## src/rtl/win_addr_pkg.sv

```systemverilog
package win_addr_pkg;
  localparam int unsigned NUM_FLD   = 5;
  localparam int unsigned FLD_X0    = 0;
  localparam int unsigned FLD_X1    = 1;
  localparam int unsigned FLD_Y0    = 2;
  localparam int unsigned FLD_Y1    = 3;
  localparam int unsigned FLD_STR   = 4;
  localparam logic [7:0]  WIN_LAST  = 8'h07;
  localparam logic [7:0]  BASE_B0   = 8'h0A;
  localparam logic [7:0]  BASE_B1   = 8'h0B;
  localparam logic [7:0]  BASE_B2   = 8'h0C;
endpackage

```

## src/rtl/win_addr_regs.sv

```systemverilog
module win_addr_regs
  import win_addr_pkg::*;
#(
  parameter int unsigned CW         = 10,
  parameter int unsigned AW         = 18,
  parameter int unsigned X0_RST     = 0,
  parameter int unsigned X1_RST     = 319,
  parameter int unsigned Y0_RST     = 0,
  parameter int unsigned Y1_RST     = 239,
  parameter int unsigned STRIDE_RST = 320
) (
  input  logic                           clk_i,
  input  logic                           rst_ni,
  input  logic                           wr_i,
  input  logic [7:0]                     addr_i,
  input  logic [7:0]                     data_i,
  output logic [NUM_FLD-1:0][CW-1:0]     fld_q_o,
  output logic [NUM_FLD-1:0][CW-1:0]     fld_d_o,
  output logic [AW-1:0]                  base_o,
  output logic                           win_wr_o
);
  localparam int unsigned HW  = CW - 8;
  localparam int unsigned BHW = AW - 16;
  localparam logic [NUM_FLD-1:0][CW-1:0] FLD_RST =
    {CW'(STRIDE_RST), CW'(Y1_RST), CW'(Y0_RST), CW'(X1_RST), CW'(X0_RST)};

  for (genvar i = 0; i < NUM_FLD; i++) begin : g_fld
    logic [CW-1:0] q, d;
    always_comb begin
      d = q;
      if (wr_i && addr_i == 8'(2*i))   d[7:0]    = data_i;
      if (wr_i && addr_i == 8'(2*i+1)) d[CW-1:8] = data_i[HW-1:0];
    end
    always_ff @(posedge clk_i or negedge rst_ni) begin
      if (!rst_ni) q <= FLD_RST[i];
      else         q <= d;
    end
    assign fld_q_o[i] = q;
    assign fld_d_o[i] = d;
  end

  logic [AW-1:0] base_q;
  always_ff @(posedge clk_i or negedge rst_ni) begin
    if (!rst_ni) begin
      base_q <= '0;
    end else if (wr_i) begin
      case (addr_i)
        BASE_B0: base_q[7:0]     <= data_i;
        BASE_B1: base_q[15:8]    <= data_i;
        BASE_B2: base_q[AW-1:16] <= data_i[BHW-1:0];
        default: ;
      endcase
    end
  end
  assign base_o   = base_q;
  assign win_wr_o = wr_i && (addr_i <= WIN_LAST);

  // base only moves through its own bytes
  assert_base_hold_R8: assert property (@(posedge clk_i) disable iff (!rst_ni)
    !(wr_i && (addr_i == BASE_B0 || addr_i == BASE_B1 || addr_i == BASE_B2))
      |=> $stable(base_o));
  // a write outside the field map changes no field
  assert_fld_hold_R10: assert property (@(posedge clk_i) disable iff (!rst_ni)
    !(wr_i && addr_i < 8'(2*NUM_FLD)) |=> $stable(fld_q_o));
endmodule

```

## src/rtl/win_addr_cursor.sv

```systemverilog
module win_addr_cursor #(
  parameter int unsigned CW    = 10,
  parameter int unsigned X_RST = 0,
  parameter int unsigned Y_RST = 0
) (
  input  logic          clk_i,
  input  logic          rst_ni,
  input  logic          pix_i,
  input  logic          reload_i,
  input  logic [CW-1:0] x0_i,
  input  logic [CW-1:0] x1_i,
  input  logic [CW-1:0] y0_i,
  input  logic [CW-1:0] y1_i,
  input  logic [CW-1:0] x0_nxt_i,
  input  logic [CW-1:0] y0_nxt_i,
  output logic [CW-1:0] x_o,
  output logic [CW-1:0] y_o
);
  logic [CW-1:0] x_q, y_q;
  logic x_end, y_end;

  assign x_end = (x_q == x1_i);
  assign y_end = (y_q == y1_i);

  always_ff @(posedge clk_i or negedge rst_ni) begin
    if (!rst_ni) begin
      x_q <= CW'(X_RST);
      y_q <= CW'(Y_RST);
    end else if (reload_i) begin
      // window write wins over advance
      x_q <= x0_nxt_i;
      y_q <= y0_nxt_i;
    end else if (pix_i) begin
      if (x_end) begin
        x_q <= x0_i;
        y_q <= y_end ? y0_i : y_q + CW'(1);
      end else begin
        x_q <= x_q + CW'(1);
      end
    end
  end
  assign x_o = x_q;
  assign y_o = y_q;

  assert_col_step_R4: assert property (@(posedge clk_i) disable iff (!rst_ni)
    (pix_i && !reload_i && !x_end) |=> (x_q == $past(x_q) + CW'(1)) && $stable(y_q));
  assert_row_wrap_R5: assert property (@(posedge clk_i) disable iff (!rst_ni)
    (pix_i && !reload_i && x_end && !y_end) |=> (x_q == x0_i) && (y_q == $past(y_q) + CW'(1)));
  assert_win_wrap_R6: assert property (@(posedge clk_i) disable iff (!rst_ni)
    (pix_i && !reload_i && x_end && y_end) |=> (x_q == x0_i) && (y_q == y0_i));
  assert_reload_R7: assert property (@(posedge clk_i) disable iff (!rst_ni)
    reload_i |=> (x_q == x0_i) && (y_q == y0_i));
  assert_idle_hold_R8: assert property (@(posedge clk_i) disable iff (!rst_ni)
    (!pix_i && !reload_i) |=> $stable(x_q) && $stable(y_q));
endmodule

```

## src/rtl/win_addr_calc.sv

```systemverilog
module win_addr_calc #(
  parameter int unsigned CW = 10,
  parameter int unsigned AW = 18
) (
  input  logic          clk_i,
  input  logic          rst_ni,
  input  logic          pix_i,
  input  logic [CW-1:0] x_i,
  input  logic [CW-1:0] y_i,
  input  logic [CW-1:0] stride_i,
  input  logic [AW-1:0] base_i,
  output logic [AW-1:0] ram_addr_o,
  output logic          ram_we_o
);
  logic [AW-1:0] lin;
  // modular arithmetic: truncation at AW bits equals wrap of the full sum
  assign lin = base_i + AW'(y_i) * AW'(stride_i) + AW'(x_i);

  always_ff @(posedge clk_i or negedge rst_ni) begin
    if (!rst_ni) begin
      ram_addr_o <= '0;
      ram_we_o   <= 1'b0;
    end else begin
      ram_we_o <= pix_i;
      if (pix_i) ram_addr_o <= lin;
    end
  end

  assert_we_pulse_R2: assert property (@(posedge clk_i) disable iff (!rst_ni)
    pix_i |=> ram_we_o);
  assert_we_quiet_R2: assert property (@(posedge clk_i) disable iff (!rst_ni)
    !pix_i |=> !ram_we_o && $stable(ram_addr_o));
endmodule

```

## src/rtl/win_addr_gen.sv

```systemverilog
module win_addr_gen
  import win_addr_pkg::*;
#(
  parameter int unsigned CW         = 10,
  parameter int unsigned AW         = 18,
  parameter int unsigned X0_RST     = 0,
  parameter int unsigned X1_RST     = 319,
  parameter int unsigned Y0_RST     = 0,
  parameter int unsigned Y1_RST     = 239,
  parameter int unsigned STRIDE_RST = 320
) (
  input  logic          clk_i,
  input  logic          rst_ni,
  input  logic          cfg_we_i,
  input  logic [7:0]    cfg_addr_i,
  input  logic [7:0]    cfg_wdata_i,
  input  logic          pix_valid_i,
  output logic [AW-1:0] ram_addr_o,
  output logic          ram_we_o
);
  logic [NUM_FLD-1:0][CW-1:0] fld_q, fld_d;
  logic [AW-1:0]              base;
  logic                       win_wr;
  logic [CW-1:0]              cur_x, cur_y;

  win_addr_regs #(
    .CW(CW), .AW(AW), .X0_RST(X0_RST), .X1_RST(X1_RST),
    .Y0_RST(Y0_RST), .Y1_RST(Y1_RST), .STRIDE_RST(STRIDE_RST)
  ) i_regs (
    .clk_i   (clk_i),
    .rst_ni  (rst_ni),
    .wr_i    (cfg_we_i),
    .addr_i  (cfg_addr_i),
    .data_i  (cfg_wdata_i),
    .fld_q_o (fld_q),
    .fld_d_o (fld_d),
    .base_o  (base),
    .win_wr_o(win_wr)
  );

  win_addr_cursor #(.CW(CW), .X_RST(X0_RST), .Y_RST(Y0_RST)) i_cursor (
    .clk_i   (clk_i),
    .rst_ni  (rst_ni),
    .pix_i   (pix_valid_i),
    .reload_i(win_wr),
    .x0_i    (fld_q[FLD_X0]),
    .x1_i    (fld_q[FLD_X1]),
    .y0_i    (fld_q[FLD_Y0]),
    .y1_i    (fld_q[FLD_Y1]),
    .x0_nxt_i(fld_d[FLD_X0]),
    .y0_nxt_i(fld_d[FLD_Y0]),
    .x_o     (cur_x),
    .y_o     (cur_y)
  );

  win_addr_calc #(.CW(CW), .AW(AW)) i_calc (
    .clk_i     (clk_i),
    .rst_ni    (rst_ni),
    .pix_i     (pix_valid_i),
    .x_i       (cur_x),
    .y_i       (cur_y),
    .stride_i  (fld_q[FLD_STR]),
    .base_i    (base),
    .ram_addr_o(ram_addr_o),
    .ram_we_o  (ram_we_o)
  );
endmodule

```

## config.mk

```make
export PLATFORM = sky130hd
export DESIGN_NAME = win_addr_gen
export DESIGN_NICKNAME = d
export VERILOG_FILES = /design/src/rtl/win_addr_pkg.sv /design/src/rtl/win_addr_regs.sv /design/src/rtl/win_addr_cursor.sv /design/src/rtl/win_addr_calc.sv /design/src/rtl/win_addr_gen.sv
export SDC_FILE = /design/constraint.sdc
export NUM_CORES = 1
export LEC_CHECK = 0
export BUFFER_PORTS_ARGS = -buffer_cell sky130_fd_sc_hd__buf_2
export CORE_MARGIN = 3
export CORE_UTILIZATION = 55
export CTS_BUF_LIST = sky130_fd_sc_hd__clkbuf_16
export DETAILED_ROUTE_END_ITERATION = 6
export MAX_ROUTING_LAYER = met4
export PLACE_DENSITY = 0.75
export SLEW_MARGIN = 15
export SYNTH_ARGS = -nofsm -noshare
export SYNTH_HDL_FRONTEND = slang
export SYNTH_SLANG_ARGS = --single-unit
```

## constraint.sdc

```tcl
create_clock -name clk_i -period 6.08 [get_ports clk_i]
set_clock_uncertainty 0.15 [all_clocks]
set_input_delay 0.608 -clock clk_i [delete_from_list [all_inputs] [get_ports clk_i]]
set_output_delay 0.608 -clock clk_i [all_outputs]
set_load 0.02 [all_outputs]
```

==> results.py <==
metrics = {
    "cts": {
        "cts.path.max_buffers": 2,
        "numCtsBuffers": 9,
        "cts_tree": "built",
        "hold_buffers": 0,
        "post_cts_buffers": 0,
        "cts.clk_slew.worst_paths_ns": 0.08,
        "cts-root-buf": "clkbuf_16",
        "cts-htree-levels": 3,
        "cts_sinks": 107,
        "cts_resized": 0,
        "clk_latency_ns": 0.36,
    },
    "grt": {
        "grt_pass1_vias": 6180,
        "grt_overflow_total": 0,
        "grt_max_degree": 66,
        "grt_usage_pct": 23.22,
        "grt_first_pass_wirelength_um": 31930,
        "antenna_found_initial": 0,
    },
    "drt": {
        "dr.first_iter.drc_count": 397,
        "routedLengthMet1_um": 8802,
        "drc": 0,
        "highest_layer": "met4",
        "met3_length_um": 909,
        "dr.pass1.iters": 4,
        "ant_nets": 0,
        "routed_via_density": 5.577,
        "wl_um": 19040,
        "avgRoutedWirePerCell_um": 17.47,
        "route.vias.total": 6079,
        "route.met2.wl_um": 8963,
    },
    "power_and_ir_drop": {
        "p_per_area_nw_per_um2": 225.2,
        "leakage_nw": 4.835,
        "switchingPower_mw": 0.7542,
        "fin_total_pwr_mw": 2.143,
        "ir_drop_mv": 0.2200,
        "switching_share_pct": 35.19,
        "p_clk_share_pct": 28.6,
        "combPwrFrac_pct": 28.4,
        "p_int_mw": 1.389,
        "power_frac_seq_pct": 43.0,
    },
    "logic_synthesis": {
        "yosysUniqueCellTypes": 56,
        "synth_compound_area_share_pct": 6.178,
        "synth_xor_area_share_pct": 3.538,
        "syn_area_sq_um": 8911,
        "synth-edff-count": 0,
        "muxShareOfSynthArea_pct": 13.20,
        "synth_ff_type": "dfrtp_1",
        "yosysWarnings": 0,
        "synth_top_family_by_area": "adder cells",
        "yosys.area_share.simple_pct": 12.99,
        "async_flop_share_pct": 100.0,
        "syn_inst": 862,
        "syn_nets": 1015,
        "synth_adder_area_share_pct": 26.17,
        "synth.ff_latch_count": 107,
        "syn_area_per_cell_sq_um": 10.34,
        "synth-seq-area-share_pct": 30.27,
    },
    "die": {
        "die_h_um": 133.3,
        "dieWidth_um": 133.3,
        "num_rows": 45,
        "num_io_pins": 39,
        "dieArea_sq_um": 17760,
        "initial_utilization_pct": 57.34,
        "core-area_sq_um": 15540,
    },
    "worst_setup_path": {
        "crit_type": "reg -> reg",
        "crit_slowest_cell": "dfrtp_1",
        "cp.depth": 17,
        "r2r_slack_ns": 0.61,
        "crit_end": "i_calc.ram_addr_o[16]$_DFFE_PN0P_",
        "start_kind": "register",
        "r2r_end": "i_calc.ram_addr_o[16]$_DFFE_PN0P_",
        "critical-path-top-delay-family": "adder cells",
        "slowest_delay_ns": 0.56,
        "startpoint": "i_cursor.y_o[3]$_DFFE_PN0P_",
        "path_common_cell": "fa_1",
        "end_kind": "register",
        "r2r_start": "i_cursor.y_o[3]$_DFFE_PN0P_",
        "crit_required_ns": 6.23,
        "crit_arrival_ns": 5.62,
        "crit_chain": "and2_1 > fa_1 > inv_1 > fa_1 > inv_1 > fa_1 > fa_1 > inv_1 > fa_1 > inv_1 > ha_1 > o21ai_0 > a21oi_1 > and3_1 > a211oi_1 > mux2_2 > nand2_1",
        "worstPathMaxFanout": 16,
        "worst-path-buf-inv": 4,
        "ff2ff_path_depth": 17,
    },
    "timing": {
        "fin_setup_tns_ns": 0,
        "layout_setup_ws_ns": 0.6053,
        "min_period_ns": 5.475,
        "hold_violations": 0,
        "worst_pin_slew_ns": 1.004,
        "relSlewSlack_pct": 32.53,
        "clock.fmax_ghz": 0.1827,
        "finalSetupViolCount": 0,
        "final_max_slew_viol_count": 0,
        "fin_crit_sh_pct": 90.05,
        "rsz0062_at_grt": "false",
    },
    "finish": {
        "nNetsFinal": 1027,
        "syn_to_final_growth_pct": 6.810,
        "final_cell_mix": "inv_1, nand2_1, dfrtp_1, fa_1, mux2_2",
        "diodes": 0,
        "layout_commonest_cell": "inv_1",
        "final_area_sq_um": 9518,
        "utilization_pct": 61.25,
        "drive_gt1_share_pct": 20.48,
    },
    "placed_design": {
        "pre_cts_slack_ns": 0.6278,
        "place_area_sq_um": 9208,
        "dp_hpwl_um": 14450,
        "gp_congestion": 0.8676,
        "port_buffers": 38,
    },
    "run_status": {
        "status": "completed",
    },
    "flow_run": {
        "maxCapViolations": 0,
    },
    "min_path": {
        "worstHoldPathType": "in -> async",
    },
}
-- worst register-to-register path, cell delays in order (launching register included) --
cell	delay [ns]
dfrtp_1	0.56
and2_1	0.28
fa_1	0.54
inv_1	0.05
fa_1	0.49
inv_1	0.06
fa_1	0.50
fa_1	0.54
inv_1	0.05
fa_1	0.54
inv_1	0.04
ha_1	0.36
o21ai_0	0.12
a21oi_1	0.12
and3_1	0.19
a211oi_1	0.36
mux2_2	0.38
nand2_1	0.06
-- power groups by stage --
| stage | clock network (mW) | registers (mW) | logic, mW |
|---|---|---|---|
| after floorplan | 0 | 0.929 | 0.425 |
| after global routing | 0.653 | 0.938 | 0.691 |
| final | 0.614 | 0.921 | 0.608 |
| after global placement | 0 | 0.930 | 0.597 |
| after CTS | 0.630 | 0.920 | 0.616 |
| after detailed placement | 0 | 0.934 | 0.613 |
-- metal layers --
layer,vias up,global-route usage [%]
met1,3083,32.30
met2,148,35.84
met4,0,6.114
met5,-,-
met3,29,3.890
li1,2819,-
-- registers in the layout (all words and copies together) (netlist names) --
| register | flops |
|---|---|
| i_cursor.x_o | 10 |
| i_calc.ram_addr_o | 18 |
| i_regs.base_o | 18 |
| i_regs.g_fld.q | 50 |
| i_calc.ram_we_o | 1 |
| i_cursor.y_o | 10 |
-- metrics by stage --
stage          hold slack (ns)  instances
4_1_cts                 0.2101       1090
5_1_grt                 0.2516       1090
6_report                0.1856       1090
3_3_place_gp            0.3115       1074
3_5_place_dp            0.3152       1074
2_1_floorplan           0.1624        862
-- how the worst min path moves through the flow --
stage,endpoint,slack (ns),cells after the start
4_1_cts,i_calc.ram_addr_o[0]$_DFFE_PN0P_,0.21,1
5_1_grt,i_calc.ram_addr_o[0]$_DFFE_PN0P_,0.25,1
6_report,i_calc.ram_addr_o[0]$_DFFE_PN0P_,0.19,1
2_1_floorplan,i_calc.ram_addr_o[0]$_DFFE_PN0P_,0.16,0
3_5_place_dp,i_calc.ram_addr_o[11]$_DFFE_PN0P_,0.32,2
3_3_place_gp,i_calc.ram_addr_o[11]$_DFFE_PN0P_,0.31,2
-- cells by family (layout without fill, tap and decap cells) --
kind of cell | after synthesis | in the layout
buffers and inverters | 170 | 187
multiplexers | 105 | 105
XOR/XNOR | 36 | 36
adder cells (fa/ha/maj) | 133 | 133
AND/OR/NAND/NOR | 222 | 222
flip-flops | 107 | 107
AO/OA/AOI/OAI | 89 | 89
-- layout make-up --
type,count,area [sq um]
clock buffers,9,225.2
clock inverters,7,85.08
fillers,1306,6022
inverters,127,476.7
multi-input cells,585,5532
flip-flops and latches,107,2698
well taps,211,264.0
repair buffers,44,237.7
-- synth_stat cells (18+ instances only) --
library cell / n / area [sq um]
clkbuf_1: 31 / 116.4
inv_1: 126 / 473.0
a21oi_1: 26 / 130.1
nor2_1: 21 / 78.83
xor2_1: 21 / 183.9
fa_1: 89 / 1782
nand2_1: 93 / 349.1
o21ai_0: 18 / 90.09
dfrtp_1: 91 / 2277
ha_1: 44 / 550.5
mux2_2: 88 / 991.0
and2_1: 46 / 287.8
Power figures use the tool's default switching activity.
